$ cat src/rtl/dsi_rd_pkg.sv
package dsi_rd_pkg;

  localparam logic [7:0] DT_SET_MAX_RET = 8'h37;
  localparam logic [7:0] DT_GEN_RD_P0   = 8'h04;
  localparam logic [7:0] DT_GEN_RD_P1   = 8'h14;
  localparam logic [7:0] DT_GEN_RD_P2   = 8'h24;
  localparam logic [7:0] DT_DCS_RD      = 8'h06;

  localparam logic [7:0] RSP_SHORT_1B   = 8'h11;
  localparam logic [7:0] RSP_SHORT_2B   = 8'h12;
  localparam logic [7:0] RSP_LONG       = 8'h1A;

  localparam logic [31:0] END_OF_READ   = 32'h3080_0002;

  typedef enum logic [1:0] {
    RD_OK      = 2'd0,
    RD_BADREQ  = 2'd1,
    RD_TIMEOUT = 2'd2,
    RD_PROTO   = 2'd3
  } rd_status_e;

  typedef enum logic [3:0] {
    S_IDLE,
    S_HDR_MAX,
    S_HDR_REQ,
    S_WAIT,
    S_FIRST,
    S_DATA,
    S_MARK,
    S_DRAIN
  } rd_state_e;

  function automatic logic req_type_ok(input logic [7:0] t);
    return (t == DT_GEN_RD_P0) || (t == DT_GEN_RD_P1) ||
           (t == DT_GEN_RD_P2) || (t == DT_DCS_RD);
  endfunction

endpackage

$ cat src/rtl/dsi_rd_timer.sv
module dsi_rd_timer #(
  parameter int LIMIT = 4096
) (
  input  logic clk,
  input  logic rst_n,
  input  logic run,
  output logic expired
);
  localparam int CW = $clog2(LIMIT + 1);

  logic [CW-1:0] cnt_q;

  always_ff @(posedge clk or negedge rst_n) begin
    if (!rst_n)           cnt_q <= '0;
    else if (!run)        cnt_q <= '0;
    else if (!expired)    cnt_q <= cnt_q + 1'b1;
  end

  assign expired = run && (cnt_q == CW'(LIMIT - 1));

  // the wait window never runs past its limit
  a_r9_cnt_bound: assert property (@(posedge clk) disable iff (!rst_n)
    run |-> (cnt_q < CW'(LIMIT)));

endmodule

$ cat src/rtl/dsi_rd_unpack.sv
module dsi_rd_unpack (
  input  logic        clk,
  input  logic        rst_n,
  input  logic        ld,
  input  logic [31:0] ld_word,
  input  logic [2:0]  ld_cnt,
  output logic        idle,
  output logic        o_valid,
  input  logic        o_ready,
  output logic [7:0]  o_data
);
  logic [31:0] shf_q;
  logic [2:0]  left_q;

  always_ff @(posedge clk or negedge rst_n) begin
    if (!rst_n) begin
      shf_q  <= '0;
      left_q <= '0;
    end else if (ld) begin
      shf_q  <= ld_word;
      left_q <= ld_cnt;
    end else if (o_valid && o_ready) begin
      shf_q  <= {8'h00, shf_q[31:8]};
      left_q <= left_q - 1'b1;
    end
  end

  assign idle    = (left_q == '0);
  assign o_valid = !idle;
  assign o_data  = shf_q[7:0];

  // a new word is only taken once every byte of the last one is gone
  a_r10_load_when_idle: assert property (@(posedge clk) disable iff (!rst_n)
    ld |-> idle);

  // an offered byte is held until accepted
  a_r10_byte_hold: assert property (@(posedge clk) disable iff (!rst_n)
    (o_valid && !o_ready) |=> (o_valid && $stable(o_data)));

  // at most one word's worth of bytes is pending
  a_r6_cnt_range: assert property (@(posedge clk) disable iff (!rst_n)
    left_q <= 3'd4);

endmodule

$ cat src/rtl/dsi_read_parser.sv
module dsi_read_parser
  import dsi_rd_pkg::*;
#(
  parameter int SIZE_W      = 16,
  parameter int TIMEOUT_CYC = 4096,
  parameter int DRAIN_LIMIT = 20
) (
  input  logic              clk,
  input  logic              rst_n,
  input  logic              start,
  input  logic [7:0]        req_type,
  input  logic [15:0]       req_param,
  input  logic [SIZE_W-1:0] req_size,
  output logic              busy,
  output logic              hdr_valid,
  input  logic              hdr_ready,
  output logic [7:0]        hdr_id,
  output logic [15:0]       hdr_param,
  input  logic              rx_done,
  input  logic              rx_valid,
  output logic              rx_ready,
  input  logic [31:0]       rx_word,
  output logic              byte_valid,
  input  logic              byte_ready,
  output logic [7:0]        byte_data,
  output logic              done,
  output logic [1:0]        status,
  output logic [SIZE_W-1:0] rx_len
);
  localparam int DCW = $clog2(DRAIN_LIMIT + 3);
  localparam logic [DCW-1:0] DRAIN_LAST = DCW'(DRAIN_LIMIT + 1);

  rd_state_e         st_q;
  logic [7:0]        type_q;
  logic [15:0]       param_q;
  logic [SIZE_W-1:0] size_q;
  logic [SIZE_W-1:0] rem_q;
  logic [DCW-1:0]    dcnt_q;
  logic              done_q;
  logic [1:0]        status_q;
  logic [SIZE_W-1:0] len_q;

  logic        pop;
  logic        tmo;
  logic [7:0]  exp_rsp;
  logic        short_rsp;
  logic [2:0]  chunk;
  logic        unp_idle;
  logic        unp_ld;
  logic [31:0] unp_word;
  logic [2:0]  unp_cnt;

  always_comb begin
    if (size_q == SIZE_W'(1))      exp_rsp = RSP_SHORT_1B;
    else if (size_q == SIZE_W'(2)) exp_rsp = RSP_SHORT_2B;
    else                           exp_rsp = RSP_LONG;
  end

  assign short_rsp = (size_q <= SIZE_W'(2));
  assign chunk     = (rem_q >= SIZE_W'(4)) ? 3'd4 : rem_q[2:0];

  always_comb begin
    unique case (st_q)
      S_FIRST, S_DRAIN: rx_ready = 1'b1;
      S_DATA, S_MARK:   rx_ready = unp_idle;
      default:          rx_ready = 1'b0;
    endcase
  end

  assign pop = rx_valid && rx_ready;

  assign unp_ld   = pop && (((st_q == S_FIRST) && (rx_word[7:0] == exp_rsp) && short_rsp) ||
                            (st_q == S_DATA));
  assign unp_word = (st_q == S_FIRST) ? {8'h00, rx_word[31:8]} : rx_word;
  assign unp_cnt  = (st_q == S_FIRST) ? size_q[2:0] : chunk;

  assign hdr_valid = (st_q == S_HDR_MAX) || (st_q == S_HDR_REQ);
  assign hdr_id    = (st_q == S_HDR_MAX) ? DT_SET_MAX_RET : type_q;
  assign hdr_param = (st_q == S_HDR_MAX) ? 16'(size_q) : param_q;
  assign busy      = (st_q != S_IDLE);

  always_ff @(posedge clk or negedge rst_n) begin
    if (!rst_n) begin
      st_q     <= S_IDLE;
      type_q   <= '0;
      param_q  <= '0;
      size_q   <= '0;
      rem_q    <= '0;
      dcnt_q   <= '0;
      done_q   <= 1'b0;
      status_q <= RD_OK;
      len_q    <= '0;
    end else begin
      done_q <= 1'b0;
      unique case (st_q)
        S_IDLE: if (start) begin
          type_q  <= req_type;
          param_q <= req_param;
          size_q  <= req_size;
          if (req_type_ok(req_type)) begin
            st_q <= S_HDR_MAX;
          end else begin
            done_q   <= 1'b1;
            status_q <= RD_BADREQ;
            len_q    <= '0;
          end
        end
        S_HDR_MAX: if (hdr_ready) st_q <= S_HDR_REQ;
        S_HDR_REQ: if (hdr_ready) st_q <= S_WAIT;
        S_WAIT: begin
          if (rx_done) begin
            st_q <= S_FIRST;
          end else if (tmo) begin
            st_q     <= S_IDLE;
            done_q   <= 1'b1;
            status_q <= RD_TIMEOUT;
            len_q    <= '0;
          end
        end
        S_FIRST: if (pop) begin
          dcnt_q <= '0;
          if (rx_word[7:0] != exp_rsp)             st_q <= S_DRAIN;
          else if (short_rsp)                      st_q <= S_MARK;
          else if (rx_word[23:8] != 16'(size_q))   st_q <= S_DRAIN;
          else begin
            rem_q <= size_q;
            st_q  <= S_DATA;
          end
        end
        S_DATA: if (pop) begin
          rem_q <= rem_q - SIZE_W'(chunk);
          if (rem_q <= SIZE_W'(4)) st_q <= S_MARK;
        end
        S_MARK: if (pop) begin
          dcnt_q <= '0;
          if (rx_word == END_OF_READ) begin
            st_q     <= S_IDLE;
            done_q   <= 1'b1;
            status_q <= RD_OK;
            len_q    <= size_q;
          end else begin
            st_q <= S_DRAIN;
          end
        end
        S_DRAIN: if (pop) begin
          dcnt_q <= dcnt_q + 1'b1;
          if ((rx_word == END_OF_READ) || (dcnt_q == DRAIN_LAST)) begin
            st_q     <= S_IDLE;
            done_q   <= 1'b1;
            status_q <= RD_PROTO;
            len_q    <= '0;
          end
        end
        default: st_q <= S_IDLE;
      endcase
    end
  end

  assign done   = done_q;
  assign status = status_q;
  assign rx_len = len_q;

  dsi_rd_timer #(.LIMIT(TIMEOUT_CYC)) u_timer (
    .clk     (clk),
    .rst_n   (rst_n),
    .run     (st_q == S_WAIT),
    .expired (tmo)
  );

  dsi_rd_unpack u_unpack (
    .clk     (clk),
    .rst_n   (rst_n),
    .ld      (unp_ld),
    .ld_word (unp_word),
    .ld_cnt  (unp_cnt),
    .idle    (unp_idle),
    .o_valid (byte_valid),
    .o_ready (byte_ready),
    .o_data  (byte_data)
  );

  // the size header is always followed by the request header
  a_r2_hdr_order: assert property (@(posedge clk) disable iff (!rst_n)
    (hdr_valid && hdr_ready && hdr_id == DT_SET_MAX_RET) |=>
      (hdr_valid && hdr_id != DT_SET_MAX_RET));

  // an offered header is held until accepted
  a_r2_hdr_hold: assert property (@(posedge clk) disable iff (!rst_n)
    (hdr_valid && !hdr_ready) |=> (hdr_valid && $stable(hdr_id) && $stable(hdr_param)));

  // single-cycle completion pulse
  a_r11_done_pulse: assert property (@(posedge clk) disable iff (!rst_n)
    done |=> !done);

  // status and length only move with done
  a_r11_status_hold: assert property (@(posedge clk) disable iff (!rst_n)
    !done |=> (done || ($stable(status) && $stable(rx_len))));

  // every failed read reports zero length
  a_r8_fail_len0: assert property (@(posedge clk) disable iff (!rst_n)
    (done && status != 2'(RD_OK)) |-> (rx_len == '0));

  // drain pop count stays within its limit
  a_r8_drain_bound: assert property (@(posedge clk) disable iff (!rst_n)
    (st_q == S_DRAIN) |-> (dcnt_q <= DRAIN_LAST));

  // completion never overtakes a pending byte
  a_r10_done_after_bytes: assert property (@(posedge clk) disable iff (!rst_n)
    done |-> !byte_valid);

endmodule

$ cat config.mk
export PLATFORM = sky130hd
export DESIGN_NAME = dsi_read_parser
export DESIGN_NICKNAME = d
export VERILOG_FILES = /design/src/rtl/dsi_rd_pkg.sv /design/src/rtl/dsi_rd_timer.sv /design/src/rtl/dsi_rd_unpack.sv /design/src/rtl/dsi_read_parser.sv
export SDC_FILE = /design/constraint.sdc
export NUM_CORES = 1
export LEC_CHECK = 0
export ABC_AREA = 1
export ABC_CLOCK_PERIOD_IN_PS = 2150
export BUFFER_PORTS_ARGS = -buffer_cell sky130_fd_sc_hd__buf_2
export CAP_MARGIN = 25
export CORE_ASPECT_RATIO = 1.1
export CORE_UTILIZATION = 40
export CTS_CLUSTER_SIZE = 30
export DETAILED_ROUTE_END_ITERATION = 16
export GPL_TIMING_DRIVEN = 0
export SETUP_SLACK_MARGIN = 0.2
export SYNTH_ARGS = -nofsm -noshare
export SYNTH_HDL_FRONTEND = slang
export SYNTH_SLANG_ARGS = --single-unit
$ cat constraint.sdc
create_clock -name clk -period 2.15 [get_ports clk]
set_input_delay 0 -clock clk [delete_from_list [all_inputs] [get_ports clk]]
set_output_delay 0 -clock clk [all_outputs]
set_load 0.1 [all_outputs]
==> flow_summary.toml, run 1 <==
[synth]
synthDistinctLibCells = 46
ys_seq_area_share_pct = 43.1
synth_top_cell_area_share_pct = 43.1
synth-seq-cells = 131
ys.flop_type = "dfrtp_1"
synth_fp_nets = 1061
synthTopCellsByArea = "dfrtp_1 (43%), nand2_1 (9.7%), nand3_1 (9.3%)"
synth_edf_count = 0
ys_warn_count = 0
synth_commonest_cells = "nand2_1 (196), nand3_1 (142), dfrtp_1 (131)"
yosysMostFrequentCell = "nand2_1"
async_flop_share_pct = 100
yosys.area.top_type = "dfrtp_1"
netlist_instances = 976
syn_avg_cell_area_um2 = 7.79
netlist_area_um2 = 7600

[grt]
antenna_found_initial = 0
grt.total_usage_pct = 26.6
grt_remaining_overflow = 0
grt_pass1_vias = 7451
grt_pass1_wl_um = 39900
grt_max_degree = 86

[timing]
hold_viol = 0
timing.fmax_ghz = 0.490
holdWs_ns = 0.0200
slew_violations = 0
rsz0062_at_grt = "yes"
fin_crit_sh_pct = 94.8
tightest_slew_ns = 0.805
period_minus_slack_ns = 2.04
setup_viol = 0
clock_skew_ns = 0.0123
tns_ns = 0
max_slew_margin_pct = 46.4

[worst_hold_path]
min_from = "rx_valid"
hold_path_class = "in2reg"

[place]
post-place-cells = 1353
place_congestion = 0.898
io_buffers = 133
place_hpwl_um = 17300

[critical_path]
critical-path-top-delay-family = "simple AND/OR/NAND/NOR gates"
worst-path-max-fanout = 6
crit_buf_inv = 1
path_class = "reg2reg"
rr_startpoint = "size_q[2]$_DFFE_PN0P_"
arrival_ns = 2.34
crit_chain = "nor2_4, nand2_2, nor2_4, nand3_2, nand2_2, nand2_2, nor2_4, nand3_4, nand2_8, nand2_8, clkbuf_16, nand2_4, nand3_2"
cp_slowest_cell = "dfrtp_2"
start_kind = "register"
endpoint_kind = "register"
cp.required_ns = 2.45
cp-startpoint = "size_q[2]$_DFFE_PN0P_"
max_stage_delay_ns = 0.47

[floorplan]
ios = 134
start_util_pct = 41.1
dieWidth_um = 133
row_count = 52
dieArea_um2 = 19600
coreArea_um2 = 18500
die_y_um = 147

[clocking]
cts_root_buf = "clkbuf_16"
cts_made_buffers = 17
clock_sinks = 131
clk-insertion-delay-late_ns = 0.43
cts_tree = "done"
clockBufferDepth = 2
cts_htree_levels = 4
clk_pin_slew_worst_paths_ns = 0.06

[layout]
area_delta_synth_final_pct = 53.6
num_antenna_cells = 0
seqCellArea_um2 = 3300
drive_gt1_share_pct = 41.2
fin_nets = 1329
multi_input_area_um2 = 4480
postLayoutCoreUtil_pct = 63.2
finalNonFillerCells = 1500
fill_cells = 1536

[power_and_ir_drop]
finalPower_mw = 18.5
ir_drop_v = 0.00144
p_per_area_nw_per_um2 = 1590
leakagePower_nw = 5.62

[route]
detail-route-antenna-nets = 0
viasPerCell = 5.24
wl_per_cell_um = 17.9
post-route-drc-count = 0
drtIter0Drc = 449
route.vias.total = 7865
dr.pass1.iters = 5
drt-total-wl_um = 26900

[status]
status = "finished, final reports clean"

[flow_run]
drv_cap = 0
-- power by group --
group	switching (mW)	total (mW)	leakage (nW)	internal [mW]
clock	1.09	3.15	0.309	2.06
sequential	0.774	4.09	1.67	3.32
combinational	7.69	11.3	3.63	3.61
-- routing by layer --
layer  GRT usage, %  wire length (um)  vias up
met5              0                 0        -
met4           12.5              1130        0
met3           5.63              1710       78
met2           42.1             12800      290
met1           34.5             11300     3748
li1               -                 -     3749
-- cell families (layout without fill, tap and decap cells) --
family	Yosys count	count (layout)	synth area share, %
fa+ha+maj	6	6	0.988
buf+inv	164	442	9.71
simple gates	490	493	29.4
compound gates	129	129	9.27
other cells	1	1	0.0493
flops	131	131	43.1
xor+xnor	20	20	2.30
mux	35	35	5.15
-- flip-flops by register name (all words and copies together) (netlist names), 2 cells and up --
register and count:
param_q 16, u_timer.cnt_q 13, st_q 3, u_unpack.left_q 3, rem_q 16, type_q 8, rx_len 16, dcnt_q 5
u_unpack.shf_q 32, status 2, size_q 16
-- repair_timing --
action                     4_1_cts  5_1_grt
buffers inserted                23       27
pin swaps                        5       22
resized for setup              100      157
cloned                           0       12
hold endpoints to repair        99        0
setup endpoints to repair      119      107
hold buffers                    53        0
-- worst register-to-register path: stages (launching register included) --
cell	delay [ns]
dfrtp_2	0.47
nor2_4	0.14
nand2_2	0.07
nor2_4	0.14
nand3_2	0.13
nand2_2	0.10
nand2_2	0.06
nor2_4	0.10
nand3_4	0.10
nand2_8	0.16
nand2_8	0.11
clkbuf_16	0.19
nand2_4	0.06
nand3_2	0.07
-- cells in the final DEF, fill, tap and decap left out, drive strengths merged --
cell type | netlist | layout
o22a | 1 | 1
o211ai | 2 | 2
and3 | 1 | 1
dlygate4sd3 | 0 | 53
xor2 | 8 | 8
mux2i | 2 | 2
nand3b | 1 | 1
buf | 35 | 217
a21boi | 1 | 1
clkinv | 1 | 4
o22ai | 3 | 3
bufinv | 0 | 4
conb | 1 | 1
nand3 | 146 | 146
clkbuf | 16 | 50
inv | 112 | 112
o2111ai | 1 | 1
nor3 | 10 | 10
mux2 | 33 | 33
o21bai | 1 | 1
o211a | 1 | 1
nor2 | 94 | 94
nand4 | 25 | 25
ha | 6 | 6
nand2 | 205 | 208
or2 | 3 | 3
o21ai | 92 | 92
or3 | 1 | 1
nor4 | 3 | 3
dfrtp | 131 | 131
clkinvlp | 0 | 2
nor3b | 1 | 1
xnor2 | 12 | 12
a21oi | 25 | 25
a31oi | 2 | 2
-- cell type report --
class	count	area share [%]
Buffer	51	4.01
Clock inverter	9	1.29
Timing Repair Buffer	246	17.6
Tap cell	243	2.60
Sequential cell	131	28.3
Inverter	113	3.70
Clock buffer	23	4.18
Multi-Input combinational cell	684	38.3
-- stage by stage --
step           worst slack [ns]  instance area (um2)
6_report                  0.111                11700
5_1_grt                  0.0476                11700
4_1_cts                   0.178                10600
3_5_place_dp             0.0514                 8920
3_3_place_gp             -0.896                 8890
2_1_floorplan            -0.279                 7920
-- path summary, 6_finish.rpt --
| kind | cells past startpoint | slack (ns) | endpoint |
|---|---|---|---|
| min in group asynchronous | 2 | 0.10 | rem_q[9]$_DFFE_PN0P_ |
| worst max register to register | 13 | 0.11 | u_unpack.shf_q[18]$_DFFE_PN0P_ |
| worst min-delay path | 4 | 0.02 | dcnt_q[3]$_DFFE_PN0P_ |
| worst min register to register | 2 | 0.50 | rem_q[2]$_DFFE_PN0P_ |
| max in group asynchronous | 3 | 1.24 | st_q[0]$_DFFE_PN0P_ |
| worst max-delay path | 13 | 0.11 | u_unpack.shf_q[18]$_DFFE_PN0P_ |
Note: power is estimated with default switching activity, not from simulation.
==> run 2, diff against run 1 <==
--- a/config.mk
+++ b/config.mk
@@ -13,7 +13,6 @@
 export CORE_UTILIZATION = 40
 export CTS_CLUSTER_SIZE = 30
 export DETAILED_ROUTE_END_ITERATION = 16
-export GPL_TIMING_DRIVEN = 0
 export SETUP_SLACK_MARGIN = 0.2
 export SYNTH_ARGS = -nofsm -noshare
 export SYNTH_HDL_FRONTEND = slang
==> run 2 against run 1 <==
Net effect: non-clock buffer count shrank 28; clock power fell by 3%; sequential share of layout area is 0.64 points higher; via count decreased by 2.7%; final cell count down 1.8%; clock skew down 0.0068 ns; critical path depth stayed put; sequential power fell by 4%; clock-buffer cell count shrank 5; first-iteration DRC count increased by 12%; worst setup slack better by 0.059 ns.
==> flow_summary.toml, run 2 (same netlist as run 1, synthesis figures left out) <==
[status]
status = "finished, final reports clean"

[timing]
layout_setup_ws_ns = 0.170
tightest_slew_ns = 0.543
slew_violations = 0
rsz0062_at_grt = "yes"
max_slew_margin_pct = 64.1
hold_viol = 0
setup_viol = 0
fin_crit_sh_pct = 92.1
clock_skew_ns = 0.00554
timing.fmax_ghz = 0.505
period_minus_slack_ns = 1.98

[layout]
final_cell_mix = "nand2_1 (184), dfrtp_1 (127), buf_2 (108), inv_1 (99), nor2_1 (79)"
drive_gt1_share_pct = 35.0
mostFrequentLayoutCell = "nand2_1"
top_register = "u_unpack.shf_q"
num_antenna_cells = 0
fin_nets = 1302
largest_reg_flops = 32
area_delta_synth_final_pct = 49.4
finalNonFillerCells = 1473
fill_cells = 1598

[grt]
antenna_found_initial = 0
grt.busiest_layer = "met2"
grt_remaining_overflow = 0
use_met1_pct = 33.3
grt.total_usage_pct = 25.7
grt_max_degree = 51
grt_pass1_wl_um = 38600
grt.met2_usage_pct = 41.1
grt_pass1_vias = 7365
globalRouteMet3Util_pct = 5.14

[critical_path]
cp-startpoint = "size_q[7]$_DFFE_PN0P_"
cp.required_ns = 2.46
arrival_ns = 2.29
endpoint_kind = "register"
rrSetupSlack_ns = 0.17
path_class = "reg2reg"
r2r_end = "u_unpack.shf_q[16]$_DFFE_PN0P_"
worst-path-max-fanout = 9
reg2reg_depth = 13
start_kind = "register"
rr_startpoint = "size_q[7]$_DFFE_PN0P_"

[power_and_ir_drop]
p_per_area_nw_per_um2 = 1630
ir_drop_v = 0.00165
leakagePower_nw = 5.46

[clocking]
clock_sinks = 131
cts_htree_levels = 4
cts_root_buf = "clkbuf_16"
cts_tree = "done"
clockBufferDepth = 2
clk-insertion-delay-late_ns = 0.43
cts_made_buffers = 17
clk_pin_slew_worst_paths_ns = 0.06

[route]
route.vias.total = 7650
drtIter0Drc = 505
viasPerCell = 5.19
wl_per_cell_um = 17.2
dr.pass1.iters = 5
detail-route-antenna-nets = 0
post-route-drc-count = 0
drt-total-wl_um = 25400

[floorplan]
die_y_um = 147
start_util_pct = 41.1
coreArea_um2 = 18500
dieWidth_um = 133
dieArea_um2 = 19600
ios = 134
row_count = 52

[place]
io_buffers = 133
place_hpwl_um = 17000
place_congestion = 0.900
post-place-cells = 1348
post-place-ws_ns = 0.113

[worst_hold_path]
hold_end = "u_unpack.shf_q[22]$_DFFE_PN0P_"
hold_path_class = "in2reg"
whs_path_depth = 5
min_from = "rx_word[22]"

[flow_run]
drv_cap = 0
==> run 2: per-layer routing <==
layer  routed length [um]  vias to the layer above
met5                    0                        -
met3                 1480                       59
met1                11000                     3629
met4                  811                        0
li1                     -                     3699
met2                12100                      263
==> run 2: timing repair <==
item	4_1_cts	5_1_grt
pin swaps	4	16
cloned	1	11
hold buffers	60	0
endpoints found under the setup margin	78	95
gates resized for setup	20	68
endpoints found under the hold margin	193	0
buffers inserted	8	13
==> run 2: worst max path at each step <==
stage / cells after the start / end / slack, ns
global route: 13 / u_unpack.shf_q[16]$_DFFE_PN0P_ / 0.02
detailed placement: 10 / u_unpack.shf_q[17]$_DFFE_PN0P_ / 0.11
CTS: 14 / rem_q[4]$_DFFE_PN0P_ / 0.20
floorplan: 7 / hdr_param[0] / -0.28
global placement: 10 / u_unpack.shf_q[8]$_DFFE_PN0P_ / 0.12
finish: 13 / u_unpack.shf_q[16]$_DFFE_PN0P_ / 0.17
==> run 2: cell type report <==
cell class | instances | area, um2 | share of cell area [%]
clock buffers | 18 | 429 | 3.78
clock inverters | 14 | 185 | 1.63
inverters | 113 | 443 | 3.90
multi-input cells | 685 | 4250 | 37.4
flip-flops and latches | 131 | 3280 | 28.9
well taps | 243 | 304 | 2.68
repair buffers | 269 | 2470 | 21.7
==> run 2: report_power, final <==
| part | internal, mW | switching (mW) | total [mW] | leakage (nW) |
|---|---|---|---|---|
| Clock | 1.93 | 1.14 | 3.07 | 0.296 |
| Sequential | 3.29 | 0.625 | 3.91 | 1.68 |
| Combinational | 3.88 | 7.69 | 11.6 | 3.47 |
==> run 2: critical path: stages (launching register included) <==
cell,delay (ns)
dfrtp_1,0.38
nor2_2,0.17
nand2_2,0.11
nor2_4,0.12
nand3_2,0.11
nand2_2,0.09
nand2_2,0.05
nor2_2,0.10
nand3_2,0.11
nand2_4,0.18
nand2_8,0.11
buf_12,0.16
nand2_1,0.08
nand3_2,0.08
==> run 2: per-stage QoR <==
step                      area (um2)  setup TNS (ns)  power (mW)  hold WS, ns  util, %
after floorplan                 7920          -13.51        11.2       -0.296        -
after CTS                      10800               0        18.1     0.000718     58.2
after detailed placement        9370               0        14.5     -0.00964     50.7
after global placement          9370               0        14.5     -0.00252     50.7
after global routing           11400               0        19.4       0.0540     61.5
final                          11400               0        18.6      0.00733     61.5
==> run 3, diff against run 2 <==
--- a/config.mk
+++ b/config.mk
@@ -10,9 +10,10 @@
 export BUFFER_PORTS_ARGS = -buffer_cell sky130_fd_sc_hd__buf_2
 export CAP_MARGIN = 25
 export CORE_ASPECT_RATIO = 1.1
-export CORE_UTILIZATION = 40
+export CORE_UTILIZATION = 50
 export CTS_CLUSTER_SIZE = 30
 export DETAILED_ROUTE_END_ITERATION = 16
+export PLACE_DENSITY = 0.73
 export SETUP_SLACK_MARGIN = 0.2
 export SYNTH_ARGS = -nofsm -noshare
 export SYNTH_HDL_FRONTEND = slang
==> run 3 against run 2 <==
Net effect: combinational power shrank 3%; worst hold slack got worse by 0.00064 ns; power fell by 2.4%; clock skew grew 0.0015 ns; clock power down 3%; design area down 3.7%; first-iteration DRC count increased by 33%; utilization rose by 13 points; critical path type unchanged.
==> flow_summary.toml, run 3 (same netlist as run 1, synthesis figures left out) <==
[status]
status = "finished, final reports clean"

[place]
io_buffers = 133
place_hpwl_um = 15700
place_congestion = 0.917

[layout]
area_delta_synth_final_pct = 43.9
largest_reg_flops = 32
drive_gt1_share_pct = 31.8
mostFrequentLayoutCell = "nand2_1"
num_antenna_cells = 0
top_register = "u_unpack.shf_q"
postLayoutCoreUtil_pct = 74.8
fin_nets = 1284
final_cell_mix = "nand2_1 (186), dfrtp_1 (128), buf_2 (108), inv_1 (101), nand3_1 (92)"

[power_and_ir_drop]
p_per_area_nw_per_um2 = 1660
ir_drop_v = 0.00199
leakagePower_nw = 5.27

[floorplan]
die_y_um = 131
coreArea_um2 = 14600
start_util_pct = 52.0
ios = 134
dieArea_um2 = 15700
dieWidth_um = 120
row_count = 46

[clocking]
clk_pin_slew_worst_paths_ns = 0.06
cts_root_buf = "clkbuf_16"
clk-insertion-delay-late_ns = 0.43
clock_sinks = 131
cts_htree_levels = 4
cts_made_buffers = 17
cts_tree = "done"
clockBufferDepth = 2

[timing]
rsz0062_at_grt = "yes"
tns_ns = 0
slew_violations = 0
setup_viol = 0
clock_skew_ns = 0.00706
tightest_slew_ns = 0.642
fin_crit_sh_pct = 93.6
hold_viol = 0
period_minus_slack_ns = 2.01
timing.fmax_ghz = 0.497
max_slew_margin_pct = 57.2

[grt]
grt_max_degree = 55
antenna_found_initial = 0
grt_remaining_overflow = 0
grt.total_usage_pct = 29.9
grt_pass1_wl_um = 36700
grt_pass1_vias = 7379

[critical_path]
start_kind = "register"
max_stage_delay_ns = 0.41
worst-path-max-fanout = 6
critical-path-top-delay-family = "simple AND/OR/NAND/NOR gates"
crit_chain = "nor2_1, nand2_1, nor2_4, nand3_4, buf_6, nand3_1, nand2_1, nand3_2, nand2_4, nand2_4, buf_6, nand2_1, o21ai_2, inv_1"
endpoint_kind = "register"
cp.required_ns = 2.47
path_class = "reg2reg"
arrival_ns = 2.33
path_common_cell = "nand2_1"
cp_slowest_cell = "dfrtp_1"
crit_buf_inv = 3

[route]
dr.pass1.iters = 7
route.vias.total = 7843
viasPerCell = 5.59
wl_per_cell_um = 17.5
drt-total-wl_um = 24500
detail-route-antenna-nets = 0
drtIter0Drc = 674
post-route-drc-count = 0

[flow_run]
drv_cap = 0

[worst_hold_path]
hold_path_class = "in2reg"
run 3: worst reg2reg max path: cells and delay by family, from the launching register on:
kind / cells / cell delay [ns]
buffers and inverters: 3 / 0.35
AO/OA/AOI/OAI: 1 / 0.06
flip-flops: 1 / 0.41
AND/OR/NAND/NOR: 10 / 1.09
run 3: through the flow:
step | hold WS [ns] | worst slack [ns] | area (um2) | instances | total power, mW
floorplan | -0.296 | -0.279 | 7920 | 976 | 11.2
global placement | 0.0558 | 0.150 | 9230 | 1288 | 14.2
detailed placement | 0.0577 | 0.122 | 9230 | 1288 | 14.3
CTS | 0.00270 | 0.174 | 10500 | 1380 | 17.5
global route | 0.0386 | 0.0576 | 10900 | 1404 | 18.9
finish | 0.00669 | 0.137 | 10900 | 1404 | 18.1
run 3: final cells by class:
| type | count | area [um2] |
|---|---|---|
| clock buffer | 18 | 439 |
| inverter | 113 | 429 |
| timing repair buffer | 252 | 2330 |
| fill | 1041 | 3680 |
| multi-input combinational | 684 | 4060 |
| sequential | 131 | 3280 |
| tap | 192 | 240 |
| clock inverter | 14 | 163 |
run 3: worst paths after layout:
check,startpoint,to,slack (ns),depth (start not counted)
max in group asynchronous,rst_n,u_timer.cnt_q[6]$_DFFE_PN0P_,1.31,3
max,size_q[13]$_DFFE_PN0P_,u_unpack.left_q[2]$_DFFE_PN0P_,0.14,14
min,rx_word[14],u_unpack.shf_q[14]$_DFFE_PN0P_,0.007,5
max reg2reg,size_q[13]$_DFFE_PN0P_,u_unpack.left_q[2]$_DFFE_PN0P_,0.14,14
min reg2reg,type_q[4]$_DFFE_PN0P_,type_q[4]$_DFFE_PN0P_,0.50,2
min in group asynchronous,rst_n,rem_q[6]$_DFFE_PN0P_,0.14,2
run 3: what timing repair did:
| item | 4_1_cts | 5_1_grt |
|---|---|---|
| hold buffers | 54 | 0 |
| hold endpoints to repair | 96 | 0 |
| endpoints found under the setup margin | 76 | 97 |
| cloned | 0 | 12 |
| setup buffers | 6 | 12 |
| pin swaps | 2 | 13 |
| gates resized for setup | 11 | 38 |
run 3: routing by layer:
metal  part of all wire, %  wire length (um)  GRT usage [%]  vias to the layer above
li1                      -                 -              -                     3655
met5                     0                 0              0                        -
met2                    49             11900           48.9                      364
met4                   3.9               954           14.4                        0
met1                    39              9620           36.5                     3749
met3                   8.3              2040           7.73                       75
run 3: power breakdown:
part           leakage, nW  switching (mW)  internal [mW]
Sequential            1.69           0.624           3.29
Clock                0.287            1.13           1.84
Combinational         3.30            7.52           3.71
Total                 5.27            9.28           8.83
